## src/rtl/sticky_irq_pkg.sv

```systemverilog
// Shared constants for the sticky interrupt status controller.
// Assumes the cell-error sources occupy the lowest source indices of a port.
package sticky_irq_pkg;

    // Source index of each receive cell error within a port register.
    typedef enum int unsigned {
        SRC_BAD_HDR    = 0,
        SRC_SHORT_CELL = 1,
        SRC_SYMBOL     = 2
    } cell_err_src_e;

    localparam int unsigned CELL_ERR_SRCS = 3;

    // True when a source index is one of the receive cell errors.
    function automatic logic is_cell_err(input int unsigned src_idx);
        return src_idx < CELL_ERR_SRCS;
    endfunction

endpackage

```

## src/rtl/isc_port_status.sv

```systemverilog
// Sticky status register for one port.
// Sets a bit on an event pulse and clears the register on a read. An event
// in the same cycle as the read wins over the clear.
// Assumes events are one-cycle pulses and the clear is already decoded.
module isc_port_status #(
    parameter int unsigned NUM_SRC = 5
) (
    input  logic               clk_i,
    input  logic               rst_ni,
    input  logic [NUM_SRC-1:0] evt_i,
    input  logic               clr_i,
    output logic [NUM_SRC-1:0] stat_o
);

    // Hold, clear or set the sticky bits.
    always_ff @(posedge clk_i) begin
        if (!rst_ni) begin
            stat_o <= '0;
        end else begin
            stat_o <= (clr_i ? '0 : stat_o) | evt_i;
        end
    end

endmodule

```

## src/rtl/isc_src_gate.sv

```systemverilog
// Qualifies every status bit with its mask bit and with the cell-error-only
// mode, and reduces the result to a single pending flag.
// Assumes port-major bit order: bit p*NUM_SRC+s is port p, source s.
module isc_src_gate
    import sticky_irq_pkg::*;
#(
    parameter int unsigned NUM_PORTS = 4,
    parameter int unsigned NUM_SRC   = 5
) (
    input  logic [NUM_PORTS*NUM_SRC-1:0] stat_i,
    input  logic [NUM_PORTS*NUM_SRC-1:0] mask_i,
    input  logic                         cell_only_i,
    output logic                         pend_o
);

    localparam int unsigned TOTAL = NUM_PORTS * NUM_SRC;

    logic [TOTAL-1:0] elig;

    for (genvar b = 0; b < TOTAL; b++) begin : g_bit
        if (is_cell_err(b % NUM_SRC)) begin : g_cell
            // Cell-error sources pass in both modes.
            assign elig[b] = stat_i[b] & mask_i[b];
        end else begin : g_other
            // Other sources are held back in cell-error-only mode.
            assign elig[b] = stat_i[b] & mask_i[b] & ~cell_only_i;
        end
    end

    // Any enabled, allowed status bit makes the interrupt pending.
    assign pend_o = |elig;

endmodule

```

## src/rtl/isc_irq_out.sv

```systemverilog
// Registered active-low interrupt driver gated by the global enable.
// Assumes pend_i is a combinational function of registered status.
module isc_irq_out (
    input  logic clk_i,
    input  logic rst_ni,
    input  logic pend_i,
    input  logic en_i,
    output logic irq_n_o
);

    // Register the inverted, enabled pending flag so the pin cannot glitch.
    always_ff @(posedge clk_i) begin
        if (!rst_ni) begin
            irq_n_o <= 1'b1;
        end else begin
            irq_n_o <= ~(pend_i & en_i);
        end
    end

endmodule

```

## src/rtl/sticky_irq_ctrl.sv

```systemverilog
// Sticky interrupt status controller, top level.
// Holds one clear-on-read status register per port and drives the masked,
// mode-gated interrupt.
// Assumes NUM_SRC >= 3 so that the cell-error sources exist in every port.
module sticky_irq_ctrl #(
    parameter int unsigned NUM_PORTS = 4,
    parameter int unsigned NUM_SRC   = 5,
    localparam int unsigned TOTAL    = NUM_PORTS * NUM_SRC,
    localparam int unsigned ADDR_W   = (NUM_PORTS > 1) ? $clog2(NUM_PORTS) : 1
) (
    input  logic              clk_i,
    input  logic              rst_ni,
    input  logic [TOTAL-1:0]  evt_i,
    input  logic              rd_stb_i,
    input  logic [ADDR_W-1:0] rd_addr_i,
    input  logic [TOTAL-1:0]  src_mask_i,
    input  logic              irq_en_i,
    input  logic              cell_err_only_i,
    output logic [TOTAL-1:0]  status_o,
    output logic              irq_n_o
);

    logic pend;

    for (genvar p = 0; p < NUM_PORTS; p++) begin : g_port
        logic port_clr;

        // Decode the read strobe for this port's register.
        assign port_clr = rd_stb_i && (rd_addr_i == ADDR_W'(p));

        isc_port_status #(
            .NUM_SRC (NUM_SRC)
        ) u_stat (
            .clk_i  (clk_i),
            .rst_ni (rst_ni),
            .evt_i  (evt_i[p*NUM_SRC +: NUM_SRC]),
            .clr_i  (port_clr),
            .stat_o (status_o[p*NUM_SRC +: NUM_SRC])
        );
    end

    isc_src_gate #(
        .NUM_PORTS (NUM_PORTS),
        .NUM_SRC   (NUM_SRC)
    ) u_gate (
        .stat_i      (status_o),
        .mask_i      (src_mask_i),
        .cell_only_i (cell_err_only_i),
        .pend_o      (pend)
    );

    isc_irq_out u_irq (
        .clk_i   (clk_i),
        .rst_ni  (rst_ni),
        .pend_i  (pend),
        .en_i    (irq_en_i),
        .irq_n_o (irq_n_o)
    );

endmodule

```

## config.mk

```make
export PLATFORM = sky130hd
export DESIGN_NAME = sticky_irq_ctrl
export DESIGN_NICKNAME = d
export VERILOG_FILES = /design/src/rtl/sticky_irq_pkg.sv /design/src/rtl/isc_port_status.sv /design/src/rtl/isc_src_gate.sv /design/src/rtl/isc_irq_out.sv /design/src/rtl/sticky_irq_ctrl.sv
export SDC_FILE = /design/constraint.sdc
export NUM_CORES = 1
export LEC_CHECK = 0
export ABC_AREA = 1
export BUFFER_PORTS_ARGS = -buffer_cell sky130_fd_sc_hd__buf_2
export CAP_MARGIN = 20
export CORE_AREA = 2 2 56 58
export CTS_CLUSTER_DIAMETER = 150
export DETAILED_ROUTE_END_ITERATION = 12
export DIE_AREA = 0 0 58 60
export GPL_TIMING_DRIVEN = 0
export SYNTH_ARGS = -nofsm -noshare
export SYNTH_HDL_FRONTEND = slang
export SYNTH_SLANG_ARGS = --single-unit
export TNS_END_PERCENT = 100
```

## constraint.sdc

```tcl
create_clock -name clk_i -period 1.6 [get_ports clk_i]
set_input_delay 0.16 -clock clk_i [delete_from_list [all_inputs] [get_ports clk_i]]
set_output_delay 0.16 -clock clk_i [all_outputs]
set_load 0.005 [all_outputs]
```

Yosys cells after proc, flatten, opt, wreduce, memory -nomap -nowiden
Cells that the tools add are included. W data, S select, Z words.

Equal/unequal tests: 3. Multiplexer cells: 4. Bitwise logic cells: 35. Reduce and logical (&&, ||, !) cells: 6.

Operators with widths (count): $and A1 B1 Y1 (29); $mux W5 (4); $or A5 B5 Y5 (4); $reduce_or A20 Y1 (1); $eq A2 B2 Y1 const B (2); $logic_and A1 B1 Y1 (4); $eq A2 B1 Y1 const B (1); $logic_not A2 Y1 (1); $not A1 Y1 (2).

Register bits after elaboration: 21. Input bits: 47. Output and inout port bits: 21. Word-level logic and storage cells: 53.

Depth between registers and ports, before layout
Gate-level depths: netlist of the first run.

Depth in word-level cells: 5. Mapped depth: 7.

Cells and area by module
A second synthesis of the first run with hierarchy kept.

Cell total of the unflattened synthesis: 137. Area, all modules: 902.1 sq um.

Modules (own cells, without submodules): isc_port_status (instances 4, cells an instance 22, area each 170.2 sq um); isc_src_gate (instances 1, cells an instance 39, area each 166.4 sq um); sticky_irq_ctrl (instances 1, cells an instance 8, area each 30.0 sq um); isc_irq_out (instances 1, cells an instance 2, area each 25.0 sq um).

Worst setup path before layout of the first run
OpenSTA, ideal clock, no wires.

Path type: register -> register. From: reg g_port[1].u_stat.stat_o[4]. To: reg u_irq.irq_n_o. Library setup time: 112 ps. Arrival time: 653 ps. Setup slack: 835 ps. Stages on the path, launching flop included: 8. Cells stage by stage: dfxtp_1 -> nand2_1 -> nand2_1 -> nor2_1 -> nand2_1 -> nand2_1 -> nand2_1 -> nand2_1.

Longest elaborated chain between the ends: 5.

RTL lines: start: declaration (line isc_port_status.sv:12) `output logic [NUM_SRC-1:0] stat_o`; start signal: assignment (line isc_port_status.sv:20) `stat_o <= (clr_i ? '0 : stat_o) | evt_i;`; $and A1 B1 Y1 (2 in a row) (line isc_src_gate.sv:26) `assign elig[b] = stat_i[b] & mask_i[b] & ~cell_only_i;`; $reduce_or A20 Y1 (line isc_src_gate.sv:31) `assign pend_o = |elig;`; $and A1 B1 Y1 (line isc_irq_out.sv:16) `irq_n_o <= ~(pend_i & en_i);`; $not A1 Y1 (line isc_irq_out.sv:16); end signal: assignment (line isc_irq_out.sv:16); end: declaration (line isc_irq_out.sv:8) `output logic irq_n_o`.

Every way passes these cells. A chain may end at the register's enable or synchronous reset.

Final worst setup path of the first run
From: reg g_port[1].u_stat.stat_o[3]. To: out status_o[8].

RTL lines: end: declaration (line sticky_irq_ctrl.sv:19) `output logic [TOTAL-1:0] status_o,`.

No word-level cell between the ends.

==> reports/metrics.csv, run 1 <==
metric,value,unit
post-CTS sizing,0,
Synth Area in Compound Gates,12.60,%
maximum root-to-sink buffer count,2,
VDD IR max,0.3978,mV
worst r2r src,g_port[0].u_stat.stat_o[2]$_SDFF_PN0_,
DRT iter0 DRCs,13,
Via density,4.495,
largest net degree at the start of global routing,12,
"EDFF count, synth",0,
Rows,20,
per-cell routed wire length,11.16,µm
Main synth FF type,dfxtp_1,
total power,1.021,mW
status,"complete, no violations",
Critical Path RT,1.44,ns
most frequent cell after synthesis,nand2_1,
clk_skew,0.0007848,ns
Mapped Area,794.5,µm²
Worst Tran Pin Value,0.4934,ns
"area leader, netlist",dfxtp_1,
Synth Area in Simple Gates,31.18,%
synth warn,0,
"Slowest-stage cell, CP",dfxtp_1,
Die W,58,µm
GPL Wtd Cong,0.7366,
Synth async-reset ratio,0,%
Synth Area in Adders,0,%
Netlist cell types,8,
hold slack,0.06173,ns
r2r worst-path depth,7,
# DRC,0,
via count,971,
PwrDens,852.7,nW/µm²
hold buffer count at CTS,0,
Mapped Cells,112,
worst min path class,input pin to flop,
crit start category,flop,
RR Endpoint,u_irq.irq_n_o$_SDFF_PN1_,
crit path max fanout,3,
final setup vio count,0,
RSZ-0062 raised after global routing,no,
mux cell area share after synthesis,0,%
DR pass1 iterations,4,
kind of critical path,flop to primary output,
Setup TNS,0,ns
DRT antenna net count,0,
Max stage delay on crit path,0.38,ns
largest family of logic cells by synthesized area,simple AND/OR/NAND/NOR gates,
Starting Density,27.37,%
core area,2903,µm²
syn_area_per_cell,7.094,µm²
TritonCTS clock tree,done,
critical path endpoint category,primary output,
Area contributors post-synth,"dfxtp_1 (53%), nand2_1 (16%), a21oi_1 (13%)",
# Post-CTS Setup Buffers,0,
grt total ovfl,0,
Hold Startpoint,evt_i[2],
Global Route Usage Sum,14.57,%
total wire length,2410,µm
nets@finish,231,
"CTS clk-pin slew, worst paths",0.11,ns
Synthesized Nets,159,
Hold Crit Depth,3,
DPL Wire Length,2020,µm
flop2flop setup slack,0.71,ns
Leakage Power,0.6704,nW
Yosys reg bits,21,
root buf cell,clkbuf_4,
WHS Endpoint,g_port[0].u_stat.stat_o[2]$_SDFF_PN0_,
worst skew pair latency,0.29,ns
endpoints failing hold,0,
crit path DAT,0.80,ns
Fmax achieved,1041,MHz
max cap viols,0,
Slew Limit Fails,0,
Max-slew headroom,67.11,%
port bufs,67,
share of cells above drive strength 1,38.25,%
initial antenna violation count,0,
vias in the first global route,942,
# IOs,68,
area grow syn2layout,50.71,%
Diodes inserted,0,
Final min period,0.9606,ns
"critical path, cell by cell",buf_2,
Die ar.,3480,µm²
Worst path top cell family by delay,flip-flops,
Final WS setup,0.6394,ns
first-pass GRT wire length,3815,µm
Final period util,60.04,%
Vert. Die Dim,60,µm
post-place setup slack,0.5647,ns
WP buf/inv,1,
H-tree levels,1,
share of the synthesized area in the top cell type,52.91,%
Sink Count,21,
CTS Buf Count,3,
register area share after synthesis,52.91,%
XOR/XNOR Fraction of Synth Area,0,%
top post-synthesis cells by count,"nand2_1 (34), nor2_1 (25), dfxtp_1 (21)",
## logic make-up after synthesis
family,after synthesis
AO/OA/AOI/OAI,20
buffers and inverters,7
flip-flops,21
AND/OR/NAND/NOR,64
## area by class of cell
cell class              count  area, µm²
fillers                   309       1705
multi-input cells          84      347.8
repair buffers             67      335.3
plain buffers               2      7.507
clock buffers               4      26.28
inverters                   5      18.77
well taps                  33      41.29
flip-flops and latches     21      420.4
## placed cells by master (no fill, tap or decap)
master    Yosys  final
inv_1         5      5
nor2_1       25     25
a21oi_1      20     20
clkbuf_4      0      3
clkbuf_1      2      3
nand2_1      34     34
buf_2         0     67
nand3_1       4      4
nand4_1       1      1
dfxtp_1      21     21
## flip-flops by register name, indices dropped and copies added (netlist names)
register              count
u_irq.irq_n_o             1
g_port.u_stat.stat_o     20
## metrics by stage
step	std cells	utilization (%)	area [µm²]
CTS	216	41.25	1197
floorplan	112	-	794.5
detailed placement	212	40.34	1171
global placement	212	40.34	1171
global route	216	41.25	1197
finish	216	41.25	1197
## layer usage
metal	part of all wire, %	GRT usage, %
met1	38	15.25
met2	52	27.11
met3	9.1	4.329
met4	0.75	5.980
met5	0	0
## worst register-to-register path, stage by stage, from the launching register on
cell and delay, ns:
dfxtp_1 0.34, nand2_1 0.06, nand2_1 0.05, nor2_1 0.10, nand2_1 0.07, nor2_1 0.12
nand2_1 0.06, nand2_1 0.05
## power breakdown
| group | total, mW | switching [mW] | internal [mW] |
|---|---|---|---|
| registers | 0.587 | 0.0260 | 0.561 |
| logic | 0.188 | 0.0885 | 0.0991 |
| clock network | 0.246 | 0.149 | 0.0970 |
| total | 1.02 | 0.264 | 0.757 |
## worst max-delay path by stage
stage,startpoint,end,slack [ns],cells after the start
finish,g_port[1].u_stat.stat_o[3]$_SDFF_PN0_,status_o[8],0.64,1
global route,g_port[3].u_stat.stat_o[0]$_SDFF_PN0_,u_irq.irq_n_o$_SDFF_PN1_,0.53,7
CTS,g_port[1].u_stat.stat_o[3]$_SDFF_PN0_,status_o[8],0.61,1
detailed placement,rd_addr_i[1],g_port[0].u_stat.stat_o[1]$_SDFF_PN0_,0.56,5
global placement,rd_addr_i[1],g_port[0].u_stat.stat_o[0]$_SDFF_PN0_,0.64,5
floorplan,g_port[1].u_stat.stat_o[4]$_SDFF_PN0_,u_irq.irq_n_o$_SDFF_PN1_,0.83,7
No activity file was read; power rests on OpenSTA's default activity.
==> run 2: changes to the inputs <==
- clock period: 1.6 -> 0.9 ns (I/O delays scaled with it)
==> run 2 against run 1 <==
The flow now finishes with violations (negative setup slack). Flip-flop and latch count did not move. Worst hold slack worse by 0.052 ns. Sequential share of layout area decreased by 3.3 points. Register-to-register slack got worse by 0.71 ns. Die area did not move. Sequential power up 81%. Cell count increased by 7.9%. Routed wire length rose by 9.8%. Setup slack worse by 0.68 ns. Utilization grew 7.0 points. Clock skew increased by 0.0045 ns. Critical path type unchanged. Critical endpoint is now status_o[15]. Largest power group unchanged.
==> reports/metrics.csv, run 2 (synthesized netlist as in run 1, its figures left out) <==
metric,value,unit,change
Die ar.,3480,µm²,unchanged
Placed Instance Area,1171,µm²,unchanged
worst skew pair latency,0.29,ns,about the same
Max-slew headroom,67.48,%,+0.37 points
Psw,0.4845,mW,+84%
total wire length,2645,µm,+9.8%
clk_skew,0.005323,ns,+0.004538 ns
fin area,1400,µm²,+17%
PwrDens,1357,nW/µm²,+59%
via count,1043,,+7.4%
status,finished with violations,,
Fillers,286,,-7.4%
Rows,20,,unchanged
Comb power frac,21.4,%,+3.0 points
final setup vio count,1,,+1
DR pass1 iterations,4,,unchanged
max cap viols,0,,unchanged
first-pass GRT wire length,4140,µm,+8.5%
max reg flops,20,,unchanged
nets@finish,248,,+7.4%
DPL Wire Length,2020,µm,unchanged
Final period util,104.0,%,
"commonest cells after routing, fill and taps aside","buf_2 (66), nand2_1 (34), nor2_1 (24), a21oi_1 (20), dfxtp_2 (20)",,
port bufs,67,,unchanged
root buf cell,clkbuf_4,,
Diodes inserted,0,,unchanged
critical path endpoint category,primary output,,
Via density,4.476,,-0.42%
# DRC,0,,unchanged
DRT iter0 DRCs,8,,-5
maximum root-to-sink buffer count,2,,unchanged
post-place setup slack,-0.06532,ns,-0.6300 ns
Critical Path RT,0.81,ns,-0.63 ns
crit start category,flop,,
H-tree levels,1,,unchanged
Worst Tran Pin Value,0.4878,ns,-0.005580 ns
Leakage Power,0.7490,nW,+12%
vias in the first global route,1023,,+8.6%
Slew Limit Fails,0,,unchanged
core area,2903,µm²,unchanged
Reg power frac,55.6,%,-1.9 points
"CTS clk-pin slew, worst paths",0.11,ns,about the same
CTS Buf Count,3,,unchanged
RSZ-0062 raised after global routing,yes,,
Final min period,0.9361,ns,
per-cell routed wire length,11.35,µm,+1.7%
share of cells above drive strength 1,46.50,%,+8.2 points
largest net degree at the start of global routing,12,,unchanged
Sink Count,21,,unchanged
# IOs,68,,unchanged
worst min path class,input pin to flop,,
grt total ovfl,0,,unchanged
crit path DAT,0.85,ns,+0.05 ns
Vert. Die Dim,60,µm,unchanged
TritonCTS clock tree,done,,
Internal,1.416,mW,+87%
area grow syn2layout,76.22,%,
Fmax achieved,1068,MHz,
initial antenna violation count,0,,unchanged
Global Route Usage Sum,15.71,%,+1.1 points
Sw Ratio,25.49,%,-0.34 points
crit path max fanout,2,,-1
Starting Density,27.37,%,unchanged
VDD IR max,0.7021,mV,+76%
Top Registers,"g_port.u_stat.stat_o (20), u_irq.irq_n_o (1)",,
endpoints failing hold,0,,unchanged
kind of critical path,flop to primary output,,
"leading cell type in the layout, fill and taps excluded",buf_2,,
failing checks,negative setup slack,,
Final WS setup,-0.03610,ns,-0.6755 ns
Clk pwr share,23.0,%,-1.1 points
DRT antenna net count,0,,unchanged
GPL Wtd Cong,0.7366,,unchanged
Die W,58,µm,unchanged
hold slack,0.01017,ns,-0.05156 ns
Top reg by flops,g_port.u_stat.stat_o,,
-- run 2: cell count changes in the layout (fill, tap and decap cells not counted) --
cell,previous run,this run
dfxtp_1,21,1
dfxtp_2,0,20
dlygate4sd3_1,0,15
buf_6,0,2
buf_2,67,66
buf_4,0,1
nor2_1,25,24
nor2_2,0,1
-- run 2: per-layer routing --
metal / track usage [%] / vias up / part of all wire [%]
li1: - / 536 / -
met1: 16.31 / 466 / 38
met2: 30.19 / 39 / 54
met3: 3.896 / 2 / 7.7
met4: 5.980 / 0 / 0.68
met5: 0 / - / 0
-- run 2: repair_timing --
action	CTS	global route
hold buffers	15	0
buffers inserted	0	2
endpoints found under the hold margin	15	0
resized for setup	7	16
pin swaps	0	4
endpoints found under the setup margin	6	17
-- run 2: area by class of cell --
cell class | instances | area [µm²] | share of cell area (%)
Clock buffer | 4 | 26.28 | 1.877
Tap cell | 33 | 41.29 | 2.949
Multi-Input combinational cell | 84 | 350.3 | 25.02
Timing Repair Buffer | 84 | 510.5 | 36.46
Buffer | 2 | 7.507 | 0.5362
Inverter | 5 | 18.77 | 1.340
Sequential cell | 21 | 445.4 | 31.81
-- run 2: path summary, 6_finish.rpt --
| path | cells after the start | end | slack (ns) | from |
|---|---|---|---|---|
| min | 3 | g_port[0].u_stat.stat_o[0]$_SDFF_PN0_ | 0.01 | evt_i[0] |
| max reg2reg | 7 | u_irq.irq_n_o$_SDFF_PN1_ | 0 | g_port[0].u_stat.stat_o[2]$_SDFF_PN0_ |
| min reg2reg | 2 | g_port[3].u_stat.stat_o[4]$_SDFF_PN0_ | 0.50 | g_port[3].u_stat.stat_o[4]$_SDFF_PN0_ |
| max | 2 | status_o[15] | -0.04 | g_port[3].u_stat.stat_o[0]$_SDFF_PN0_ |
-- run 2: critical path, cell delays in order (launching register included) --
cell,delay (ns)
dfxtp_2,0.34
buf_6,0.11
buf_6,0.10
-- run 2: power groups by stage --
stage,clock (mW),sequential (mW),combinational (mW)
finish,0.437,1.06,0.407
global route,0.499,1.07,0.458
CTS,0.466,1.05,0.393
detailed placement,0,1.07,0.340
global placement,0,1.06,0.331
floorplan,0,1.07,0.131
-- run 2: metrics by stage --
stage / total power [mW] / util (%) / setup TNS, ns / cells
6_report: 1.901 / 48.23 / -0.03610 / 233
4_1_cts: 1.909 / 46.77 / 0 / 231
5_1_grt: 2.024 / 48.23 / -0.2040 / 233
2_1_floorplan: 1.200 / - / 0 / 112
3_3_place_gp: 1.394 / 40.34 / 0 / 212
3_5_place_dp: 1.406 / 40.34 / -0.2431 / 212
